## config.mk

```make
export PLATFORM = sky130hd
export DESIGN_NAME = cbhdr_bridge
export DESIGN_NICKNAME = d
export VERILOG_FILES = /design/src/rtl/cbhdr_pkg.sv /design/src/rtl/cbhdr_lane.sv /design/src/rtl/cbhdr_view.sv /design/src/rtl/cbhdr_regs.sv /design/src/rtl/cbhdr_bridge.sv
export SDC_FILE = /design/constraint.sdc
export NUM_CORES = 1
export LEC_CHECK = 0
export BUFFER_PORTS_ARGS = -buffer_cell sky130_fd_sc_hd__clkbuf_2
export CORE_ASPECT_RATIO = 0.9
export CORE_MARGIN = 5
export CORE_UTILIZATION = 40
export CTS_BUF_LIST = sky130_fd_sc_hd__clkbuf_8
export DETAILED_ROUTE_END_ITERATION = 6
export PLACE_DENSITY = 0.68
export SYNTH_ARGS = -nofsm -noshare
export SYNTH_HDL_FRONTEND = slang
export SYNTH_SLANG_ARGS = --single-unit
```

## constraint.sdc

```tcl
create_clock -name clk -period 4.3 [get_ports clk]
set_input_delay 0.645 -clock clk [delete_from_list [all_inputs] [get_ports clk]]
set_output_delay 0.645 -clock clk [all_outputs]
set_load 0.1 [all_outputs]
```

## src/rtl/cbhdr_pkg.sv

```systemverilog
package cbhdr_pkg;

  localparam int IDX_W     = 6;
  localparam int DATA_W    = 32;
  localparam int BUS_W     = 8;
  localparam int WIN_COUNT = 8;

  // Header dword indices (fixed by the configuration layout software expects)
  localparam logic [IDX_W-1:0] DW_ID        = 6'd0;
  localparam logic [IDX_W-1:0] DW_CMD       = 6'd1;
  localparam logic [IDX_W-1:0] DW_CLASS     = 6'd2;
  localparam logic [IDX_W-1:0] DW_HDR       = 6'd3;
  localparam logic [IDX_W-1:0] DW_BUS       = 6'd6;
  localparam logic [IDX_W-1:0] DW_WIN_FIRST = 6'd7;
  localparam logic [IDX_W-1:0] DW_WIN_LAST  = 6'd14;
  localparam logic [IDX_W-1:0] DW_IRQ       = 6'd15;
  localparam logic [IDX_W-1:0] DW_SUBID     = 6'd16;

  localparam logic [15:0] STATUS_FIXED = 16'h0400;
  localparam logic [15:0] CLASS_FIXED  = 16'h0607;
  localparam logic [7:0]  HDR_TYPE     = 8'h02;
  localparam logic [7:0]  IRQ_PIN      = 8'h01;
  localparam logic [7:0]  IRQ_LINE     = 8'hFF;
  localparam logic [15:0] PF_STRIP     = 16'h0300;

  typedef enum logic [1:0] {
    SZ_BYTE = 2'd0,
    SZ_HALF = 2'd1,
    SZ_WORD = 2'd2,
    SZ_WALT = 2'd3
  } xfer_size_e;

  typedef struct packed {
    logic [15:0]      cmd;
    logic [15:0]      brctl;
    logic [BUS_W-1:0] lat;
    logic [BUS_W-1:0] sub_bus;
    logic [BUS_W-1:0] card_bus;
    logic [BUS_W-1:0] prim_bus;
  } hdr_state_t;

endpackage

```

## src/rtl/cbhdr_lane.sv

```systemverilog
module cbhdr_lane
  import cbhdr_pkg::*;
(
  input  logic [1:0]        off,
  input  xfer_size_e        size,
  input  logic [DATA_W-1:0] cur,
  input  logic [DATA_W-1:0] wval,
  output logic [DATA_W-1:0] rd,
  output logic [DATA_W-1:0] merged
);
  localparam int BYTES = DATA_W / 8;

  logic [4:0]        sh;
  logic [DATA_W-1:0] cur_down;
  logic [DATA_W-1:0] lane_mask;
  logic [DATA_W-1:0] wshift;

  assign sh       = {off, 3'b000};
  assign cur_down = cur >> sh;

  always_comb begin
    case (size)
      SZ_BYTE: begin
        lane_mask = 32'h0000_00FF << sh;
        wshift    = {24'b0, wval[7:0]} << sh;
        rd        = cur_down & 32'h0000_00FF;
      end
      SZ_HALF: begin
        lane_mask = 32'h0000_FFFF << sh;
        wshift    = {16'b0, wval[15:0]} << sh;
        rd        = cur_down & 32'h0000_FFFF;
      end
      default: begin
        lane_mask = '1;
        wshift    = wval;
        rd        = cur;
      end
    endcase
  end

  for (genvar b = 0; b < BYTES; b++) begin : g_byte
    assign merged[8*b +: 8] = lane_mask[8*b] ? wshift[8*b +: 8] : cur[8*b +: 8];
  end

endmodule

```

## src/rtl/cbhdr_view.sv

```systemverilog
module cbhdr_view
  import cbhdr_pkg::*;
#(
  parameter logic [15:0] VENDOR_ID = 16'h14E4,
  parameter logic [15:0] DEVICE_ID = 16'h6348
) (
  input  logic [IDX_W-1:0]                  idx,
  input  hdr_state_t                        st,
  input  logic [WIN_COUNT-1:0][DATA_W-1:0]  win,
  output logic [DATA_W-1:0]                 word
);
  localparam int WSEL_W = $clog2(WIN_COUNT);

  logic [WSEL_W-1:0] wsel;
  logic              in_win;
  logic              io_base;

  assign wsel    = WSEL_W'(idx - DW_WIN_FIRST);
  assign in_win  = (idx >= DW_WIN_FIRST) && (idx <= DW_WIN_LAST);
  // Window slots 4 and 6 are the two I/O bases
  assign io_base = wsel[WSEL_W-1] && !wsel[0];

  always_comb begin
    word = '0;
    case (idx)
      DW_ID, DW_SUBID: word = {DEVICE_ID, VENDOR_ID};
      DW_CMD:          word = {STATUS_FIXED, st.cmd};
      DW_CLASS:        word = {CLASS_FIXED, 16'h0000};
      DW_HDR:          word = {8'h00, HDR_TYPE, 16'h0000};
      DW_BUS:          word = {st.lat, st.sub_bus, st.card_bus, st.prim_bus};
      DW_IRQ:          word = {st.brctl, IRQ_PIN, IRQ_LINE};
      default: begin
        if (in_win) begin
          word = win[wsel];
          if (io_base) word[0] = 1'b1;
        end
      end
    endcase
  end

endmodule

```

## src/rtl/cbhdr_regs.sv

```systemverilog
module cbhdr_regs
  import cbhdr_pkg::*;
(
  input  logic                              clk,
  input  logic                              rst,
  input  logic                              wr_en,
  input  logic [IDX_W-1:0]                  idx,
  input  logic [DATA_W-1:0]                 data,
  output hdr_state_t                        st,
  output logic [WIN_COUNT-1:0][DATA_W-1:0]  win,
  output logic                              assigned
);
  logic [DATA_W-1:0] win_q [WIN_COUNT];

  always_ff @(posedge clk) begin
    if (rst) begin
      st       <= '0;
      assigned <= 1'b0;
    end else if (wr_en) begin
      case (idx)
        DW_CMD: st.cmd <= data[15:0];
        DW_BUS: begin
          {st.lat, st.sub_bus, st.card_bus, st.prim_bus} <= data;
          if (data[15:8] != '0) assigned <= 1'b1;
        end
        DW_IRQ: st.brctl <= data[31:16] & ~PF_STRIP;
        default: ;
      endcase
    end
  end

  always_ff @(posedge clk) begin
    for (int w = 0; w < WIN_COUNT; w++) begin
      if (rst) win_q[w] <= '0;
      else if (wr_en && idx == DW_WIN_FIRST + IDX_W'(w)) win_q[w] <= data;
    end
  end

  for (genvar w = 0; w < WIN_COUNT; w++) begin : g_win_out
    assign win[w] = win_q[w];
  end

  AST_ASSIGNED_STICKY: assert property (@(posedge clk) disable iff (rst)
    $past(assigned) |-> assigned);

  AST_ASSIGN_ON_CARDBUS: assert property (@(posedge clk) disable iff (rst)
    (wr_en && idx == DW_BUS && data[15:8] != 8'h00) |=> assigned);

  AST_PREFETCH_CLEAR: assert property (@(posedge clk) disable iff (rst)
    (wr_en && idx == DW_IRQ) |=> (st.brctl[9:8] == 2'b00));

endmodule

```

## src/rtl/cbhdr_bridge.sv

```systemverilog
module cbhdr_bridge
  import cbhdr_pkg::*;
#(
  parameter logic [15:0] VENDOR_ID  = 16'h14E4,
  parameter logic [15:0] DEVICE_ID  = 16'h6348,
  parameter int          DEV_W      = 5,
  parameter logic [4:0]  BRIDGE_DEV = 5'h1E
) (
  input  logic              clk,
  input  logic              rst,
  input  logic              req_valid,
  input  logic              req_write,
  input  logic              req_root,
  input  logic [7:0]        req_bus,
  input  logic [DEV_W-1:0]  req_dev,
  input  logic [5:0]        req_idx,
  input  logic [1:0]        req_off,
  input  logic [1:0]        req_size,
  input  logic [31:0]       req_wdata,
  output logic              rsp_valid,
  output logic              rsp_claim,
  output logic              rsp_fwd,
  output logic [31:0]       rsp_rdata,
  output logic              bus_assigned,
  output logic [7:0]        card_bus
);
  hdr_state_t                       st;
  logic [WIN_COUNT-1:0][DATA_W-1:0] win;
  logic                             assigned;
  logic [DATA_W-1:0]                view_word;
  logic [DATA_W-1:0]                lane_rd;
  logic [DATA_W-1:0]                lane_merged;
  logic                             slot_hit;
  logic                             fwd_hit;

  assign slot_hit = req_valid && req_root && (req_dev == DEV_W'(BRIDGE_DEV));
  assign fwd_hit  = req_valid && !slot_hit && assigned &&
                    (req_bus == st.card_bus) && (req_dev == '0);

  cbhdr_view #(.VENDOR_ID(VENDOR_ID), .DEVICE_ID(DEVICE_ID)) u_view (
    .idx  (req_idx),
    .st   (st),
    .win  (win),
    .word (view_word)
  );

  cbhdr_lane u_lane (
    .off    (req_off),
    .size   (xfer_size_e'(req_size)),
    .cur    (view_word),
    .wval   (req_wdata),
    .rd     (lane_rd),
    .merged (lane_merged)
  );

  cbhdr_regs u_regs (
    .clk      (clk),
    .rst      (rst),
    .wr_en    (slot_hit && req_write),
    .idx      (req_idx),
    .data     (lane_merged),
    .st       (st),
    .win      (win),
    .assigned (assigned)
  );

  always_ff @(posedge clk) begin
    if (rst) begin
      rsp_valid <= 1'b0;
      rsp_claim <= 1'b0;
      rsp_fwd   <= 1'b0;
      rsp_rdata <= '0;
    end else begin
      rsp_valid <= req_valid;
      rsp_claim <= slot_hit;
      rsp_fwd   <= fwd_hit;
      rsp_rdata <= (slot_hit && !req_write) ? lane_rd : '0;
    end
  end

  assign bus_assigned = assigned;
  assign card_bus     = st.card_bus;

  AST_RSP_FOLLOWS_REQ: assert property (@(posedge clk) disable iff (rst)
    req_valid |=> rsp_valid);

  AST_NO_SPURIOUS_RSP: assert property (@(posedge clk) disable iff (rst)
    !req_valid |=> !rsp_valid);

  AST_MISS_READS_ZERO: assert property (@(posedge clk) disable iff (rst)
    (rsp_valid && !rsp_claim) |-> (rsp_rdata == '0));

  AST_CLAIM_FWD_EXCL: assert property (@(posedge clk) disable iff (rst)
    !(rsp_claim && rsp_fwd));

  AST_FWD_NEEDS_ASSIGN: assert property (@(posedge clk) disable iff (rst)
    rsp_fwd |-> bus_assigned);

endmodule

```

Word level (Yosys, flattened, before mapping):

Memories as Yosys holds them, arrays and structs flattened.
Cells that the tools add are included.

* mux-type cells: 46
* bitwise gates (word level): 9
* eq/ne operators: 17
* add/sub/neg operators: 1
* shifts and indexed selects: 5
* reduce and logical (&&, ||, !) cells: 31
* order comparisons: 3

Operators by type and width (count)
* 2-to-1 mux 32 bit: 10
* one-hot mux 32 bit (6 select lines): 1
* one-hot mux 32 bit (2 select lines): 2
* binary-select mux 32 bit (select 3 bit): 1
* one-hot mux 25 bit (2 select lines): 1
* equality test 6 x 4 -> 1 bit, second input constant: 8
* 2-to-1 mux 8 bit: 4
* left shift 16 x 5 -> 32 bit: 1
* left shift 8 x 5 -> 32 bit: 1
* >> shifter 32 x 5 -> 16 bit: 1
* 2-to-1 mux 1 bit: 27
* left shift 16 x 5 -> 25 bit, first input constant: 1
* left shift 8 x 5 -> 25 bit, first input constant: 1
* logical AND 1 bit: 18
* equality test 6 x 2 -> 1 bit, second input constant: 2
* equality test 6 x 3 -> 1 bit, second input constant: 2
* equality test 8 bit: 1
* bitwise OR 1 bit: 8
* nonzero test 8 bit: 1
* equality test 6 x 1 -> 1 bit, second input constant: 1
* equality test 6 x 5 -> 1 bit, second input constant: 1
* >= comparator 6 x 3 -> 1 bit, second input constant: 1
* less-or-equal comparator 6 x 4 -> 1 bit, second input constant: 1
* logical NOT 6 bit: 1
* other kinds (11): 16

* register bits: 98
* bits of input ports: 60
* memories kept: 1
* logic and storage cells: 124
* output and inout bits: 44
* memory bits (writable): 256

Memories
* u_regs.win_q: words 8, width 32, rd ports 8, clocked after memory_dff 0, wr ports 8, RTL line cbhdr_regs.sv:13 `logic [DATA_W-1:0] win_q [WIN_COUNT];`

Logic depth before layout (Yosys ltp):

* depth in word-level cells: 9
* gate-level depth with buffers: 15

Hierarchy:

A second synthesis with hierarchy kept.

* cells, all modules: 1597
* area, all modules: 18088.6 sq um

Modules (own cells, without submodules)
* cbhdr_regs: seq. area each 8948.6 sq um, cells each 903, instances 1, area each 12425.7 sq um
* cbhdr_view: seq. area each 0.0 sq um, cells each 384, instances 1, area each 2900.3 sq um
* cbhdr_lane: seq. area each 0.0 sq um, cells each 219, instances 1, area each 1644.1 sq um
* cbhdr_bridge: seq. area each 700.7 sq um, cells each 91, instances 1, area each 1118.6 sq um

Worst setup path before layout:

Ideal clock, no wire load.

* path type: input port to flip-flop
* from: input port req_idx[0]
* to: memory u_regs.win_q[3][4] (netlist: u_regs.win_q[0][100]) (enable)
* stages on the path: 7
* buffers on the path: 3
* data required time: 3.834 ns
* setup time: 0.466 ns
* arrival: 3.751 ns
* slack: 0.084 ns
* cells stage by stage: buf_6 > buf_6 > buf_6 > inv_1 > ha_1 > nand2b_1 > o21ai_0

RTL lines
* start: declaration: RTL line cbhdr_bridge.sv:16 `input logic [5:0] req_idx,`
* end: declaration: RTL line cbhdr_regs.sv:13

==> impl_metrics.py <==
metrics = {
    "drt": {
        "detailroute.via_count": 12200,
        "post_drt_wl_per_cell_um": 23.6,
        "final_routed_wirelength_um": 49600,
        "total_drc_errors_in_the_routed_layout": 0,
        "drt-initial-drc-count": 1603,
        "final_ant_viol_nets": 0,
        "first_pass_iters": 7,
        "post_drt_via_cell_ratio": 5.78,
    },
    "synthesis": {
        "synth_area_leader_cell": "sky130_fd_sc_hd__edfxtp_1",
        "synthesis.instances": 1409,
        "yosys_warnings": 0,
        "synth_most_common_cell": "sky130_fd_sc_hd__nor2_1",
        "count_of_cell_types_in_the_netlist": 65,
        "avgSynthCellArea_um2": 11.6,
        "synth.yosys.seq_area_share": 0.589,
        "ys_ff_latch": 352,
        "combined_area_of_all_synthesized_cells_um2": 16300,
        "ys_top_cells_by_area": "sky130_fd_sc_hd__edfxtp_1, sky130_fd_sc_hd__dfxtp_1, sky130_fd_sc_hd__nor2_1",
        "yosys_most_used_dff": "sky130_fd_sc_hd__edfxtp_1",
        "ys_async_sr_fraction": 0,
        "synthTopCellsByCount": "sky130_fd_sc_hd__nor2_1, sky130_fd_sc_hd__edfxtp_1, sky130_fd_sc_hd__dfxtp_1",
        "share_of_yosys_cell_area_claimed_by_the_top_area_cell_type": 0.469,
        "synth-edff-count": 254,
        "postSynthNetCount": 1473,
    },
    "sta": {
        "setup_viol_count_final": 0,
        "grt_setup_unrepaired": "no",
        "final_period_minus_worst_setup_slack_ns": 3.38,
        "timing.final.hold_violations": 0,
        "fin_tns_setup_ns": 0,
        "maxClockFrequency_ghz": 0.296,
        "whs_ns": 0.265,
        "worstMarginPinSlew_ns": 1.11,
        "setup_ws_ns": 0.924,
        "worst_slew_margin_rel": 0.261,
        "finClkSkew_ns": 0.0267,
        "finalCritPeriodShare": 0.785,
        "maxSlewViolCount": 0,
    },
    "floorplanning": {
        "area_inside_the_core_boundary_um2": 40500,
        "die_area_um2": 44800,
        "floorplan.initialDensity": 0.402,
        "std_cell_rows": 70,
        "dieWidth_um": 223,
        "boundaryPins": 104,
        "dieHeight_um": 201,
    },
    "final_layout": {
        "filler_cell_count": 3701,
        "area_growth_pct": 14.3,
        "final_net_count": 1581,
        "final_layout_size_suffix_gt1_frac": 0.207,
        "num_antenna_cells": 0,
    },
    "placed_design": {
        "place_worst_setup_slack_ns": 0.441,
        "hpwl_um": 32300,
        "final_wtd_congestion": 1.04,
        "numPortBuffers": 103,
    },
    "worst_setup_path": {
        "worstSetupEndpointType": "register",
        "cp.required_ns": 4.63,
        "crit_fanout": 13,
        "worstPathArrival_ns": 3.70,
        "setup.worst_path.start_class": "input pin",
        "path_class": "input pin to register",
    },
    "clocking": {
        "clock_tree.root_cell": "sky130_fd_sc_hd__clkbuf_8",
        "cts_hold_repair.buffers": 0,
        "numCtsBuffers": 56,
        "cts_resized": 0,
        "tritoncts_clock_tree": "yes",
        "clk_transition_reported_paths_ns": 0.06,
        "cts-htree-levels": 2,
        "cts_setup_buffers": 0,
        "cts.path.max_buffers": 3,
        "worstSkewPairLatency_ns": 0.63,
        "cts.sink_count": 352,
    },
    "power": {
        "power.density_nw_per_um2": 388,
        "vdd_drop_max_mv": 0.240,
        "cellLeakagePower_nw": 6.89,
    },
    "global_routing": {
        "grt_first_pass_wirelength_um": 73400,
        "grt_start_max_net_pins": 58,
        "grt_antenna_before_repair": 2,
        "global_route.overflow_total": 0,
        "vias_in_the_first_global_route": 11800,
        "grt_resource_usage_total": 0.212,
    },
    "flow_run": {
        "max_cap_violations": 0,
    },
    "worst_hold_path": {
        "holdCritPathClass": "input pin to register",
    },
    "run_status": {
        "run_status": "completed",
    },
}
## cells by family (layout without fill, tap and decap cells)
family	Yosys count	in the layout	synth area share
and+or+nand+nor	575	575	0.149
DFF	352	352	0.589
AOI/OAI and AO/OA	247	247	0.116
buffers and inverters	129	282	0.0369
muxes	92	92	0.101
xor gates and xnor gates	10	10	0.00584
adders and majority gates	4	4	0.00307
## through the flow
stage | util | std cells | cell area (um2) | power (mW)
6_report | 0.460 | 2102 | 18600 | 7.23
4_1_cts | 0.460 | 2102 | 18600 | 7.24
2_1_floorplan | - | 1409 | 16300 | 4.25
3_3_place_gp | 0.434 | 1999 | 17600 | 4.54
5_1_grt | 0.460 | 2102 | 18600 | 7.45
3_5_place_dp | 0.434 | 1999 | 17600 | 4.55
## state kept, by name, indices dropped and copies added, names as in the netlist
name,cells
rsp_rdata,32
u_regs.assigned,1
rsp_claim,1
u_regs.win_q,254
u_regs.st,62
rsp_valid,1
rsp_fwd,1
## layer usage
metal | GRT usage | wire [um] | share of wire | vias up
li1 | - | - | - | 5365
met1 | 0.301 | 20700 | 0.42 | 5938
met2 | 0.316 | 21600 | 0.44 | 717
met3 | 0.0630 | 5690 | 0.11 | 134
met4 | 0.0613 | 1580 | 0.032 | 2
met5 | 0 | 11 | 0.00022 | -
## layout by cell type (no fill, tap or decap), types with 6 or more instances in the layout
| cell | netlist | routed |
|---|---|---|
| sky130_fd_sc_hd__a211oi_1 | 28 | 28 |
| sky130_fd_sc_hd__a21o_1 | 7 | 7 |
| sky130_fd_sc_hd__a21oi_1 | 26 | 26 |
| sky130_fd_sc_hd__a221o_1 | 11 | 11 |
| sky130_fd_sc_hd__a221oi_1 | 7 | 7 |
| sky130_fd_sc_hd__a221oi_2 | 9 | 9 |
| sky130_fd_sc_hd__a22oi_1 | 21 | 21 |
| sky130_fd_sc_hd__a31oi_1 | 12 | 12 |
| sky130_fd_sc_hd__a32oi_1 | 6 | 6 |
| sky130_fd_sc_hd__and2_1 | 18 | 18 |
| sky130_fd_sc_hd__and3_1 | 6 | 6 |
| sky130_fd_sc_hd__buf_4 | 12 | 64 |
| sky130_fd_sc_hd__clkbuf_2 | 0 | 102 |
| sky130_fd_sc_hd__clkbuf_8 | 0 | 58 |
| sky130_fd_sc_hd__clkinv_1 | 1 | 13 |
| sky130_fd_sc_hd__dfxtp_1 | 98 | 98 |
| sky130_fd_sc_hd__edfxtp_1 | 254 | 254 |
| sky130_fd_sc_hd__inv_1 | 8 | 31 |
| sky130_fd_sc_hd__mux2i_1 | 34 | 34 |
| sky130_fd_sc_hd__mux4_1 | 13 | 13 |
| sky130_fd_sc_hd__mux4_2 | 39 | 39 |
| sky130_fd_sc_hd__nand2_1 | 96 | 95 |
| sky130_fd_sc_hd__nand2b_1 | 17 | 17 |
| sky130_fd_sc_hd__nand3_1 | 8 | 8 |
| sky130_fd_sc_hd__nor2_1 | 383 | 383 |
| sky130_fd_sc_hd__nor2b_1 | 9 | 9 |
| sky130_fd_sc_hd__nor3_1 | 14 | 14 |
| sky130_fd_sc_hd__o21a_1 | 33 | 33 |
| sky130_fd_sc_hd__o21ai_0 | 31 | 23 |
| sky130_fd_sc_hd__o21ai_4 | 0 | 7 |
| sky130_fd_sc_hd__o22ai_1 | 20 | 20 |
| sky130_fd_sc_hd__xnor2_1 | 9 | 9 |
## path summary, 6_finish.rpt
kind | cells after the start | end | slack [ns] | from
setup / recovery | 10 | u_regs.win_q[1][53] | 0.92 | req_idx[0]
hold / removal | 2 | rsp_claim | 0.26 | req_dev[0]
setup reg to reg | 8 | u_regs.win_q[0][89] | 1.53 | u_regs.win_q[1][57]
hold reg to reg | 2 | u_regs.st[46] | 0.49 | u_regs.st[46]
## critical path, cell delays in order
cell,delay (ns)
sky130_fd_sc_hd__buf_4,0.14
sky130_fd_sc_hd__inv_1,0.20
sky130_fd_sc_hd__ha_2,0.29
sky130_fd_sc_hd__or3b_1,0.38
sky130_fd_sc_hd__a21oi_2,0.16
sky130_fd_sc_hd__buf_4,0.23
sky130_fd_sc_hd__or2_2,0.29
sky130_fd_sc_hd__o21ai_0,0.41
sky130_fd_sc_hd__a221oi_2,0.83
sky130_fd_sc_hd__nor2_1,0.13
## power by group
part           switching [mW]  total [mW]  internal (mW)
combinational           0.516       0.767          0.252
sequential             0.0216        3.73           3.71
clock                    1.35        2.73           1.38
## area by class of cell
class	instances	area (um2)	share of cell area
Timing Repair Buffer	170	1070	0.0576
Clock inverter	45	256	0.0138
Multi-Input combinational cell	928	6180	0.332
Clock buffer	58	798	0.0429
Inverter	9	33.8	0.00182
Tap cell	540	676	0.0363
Sequential cell	352	9590	0.515
(Power assumes the default switching activity.)
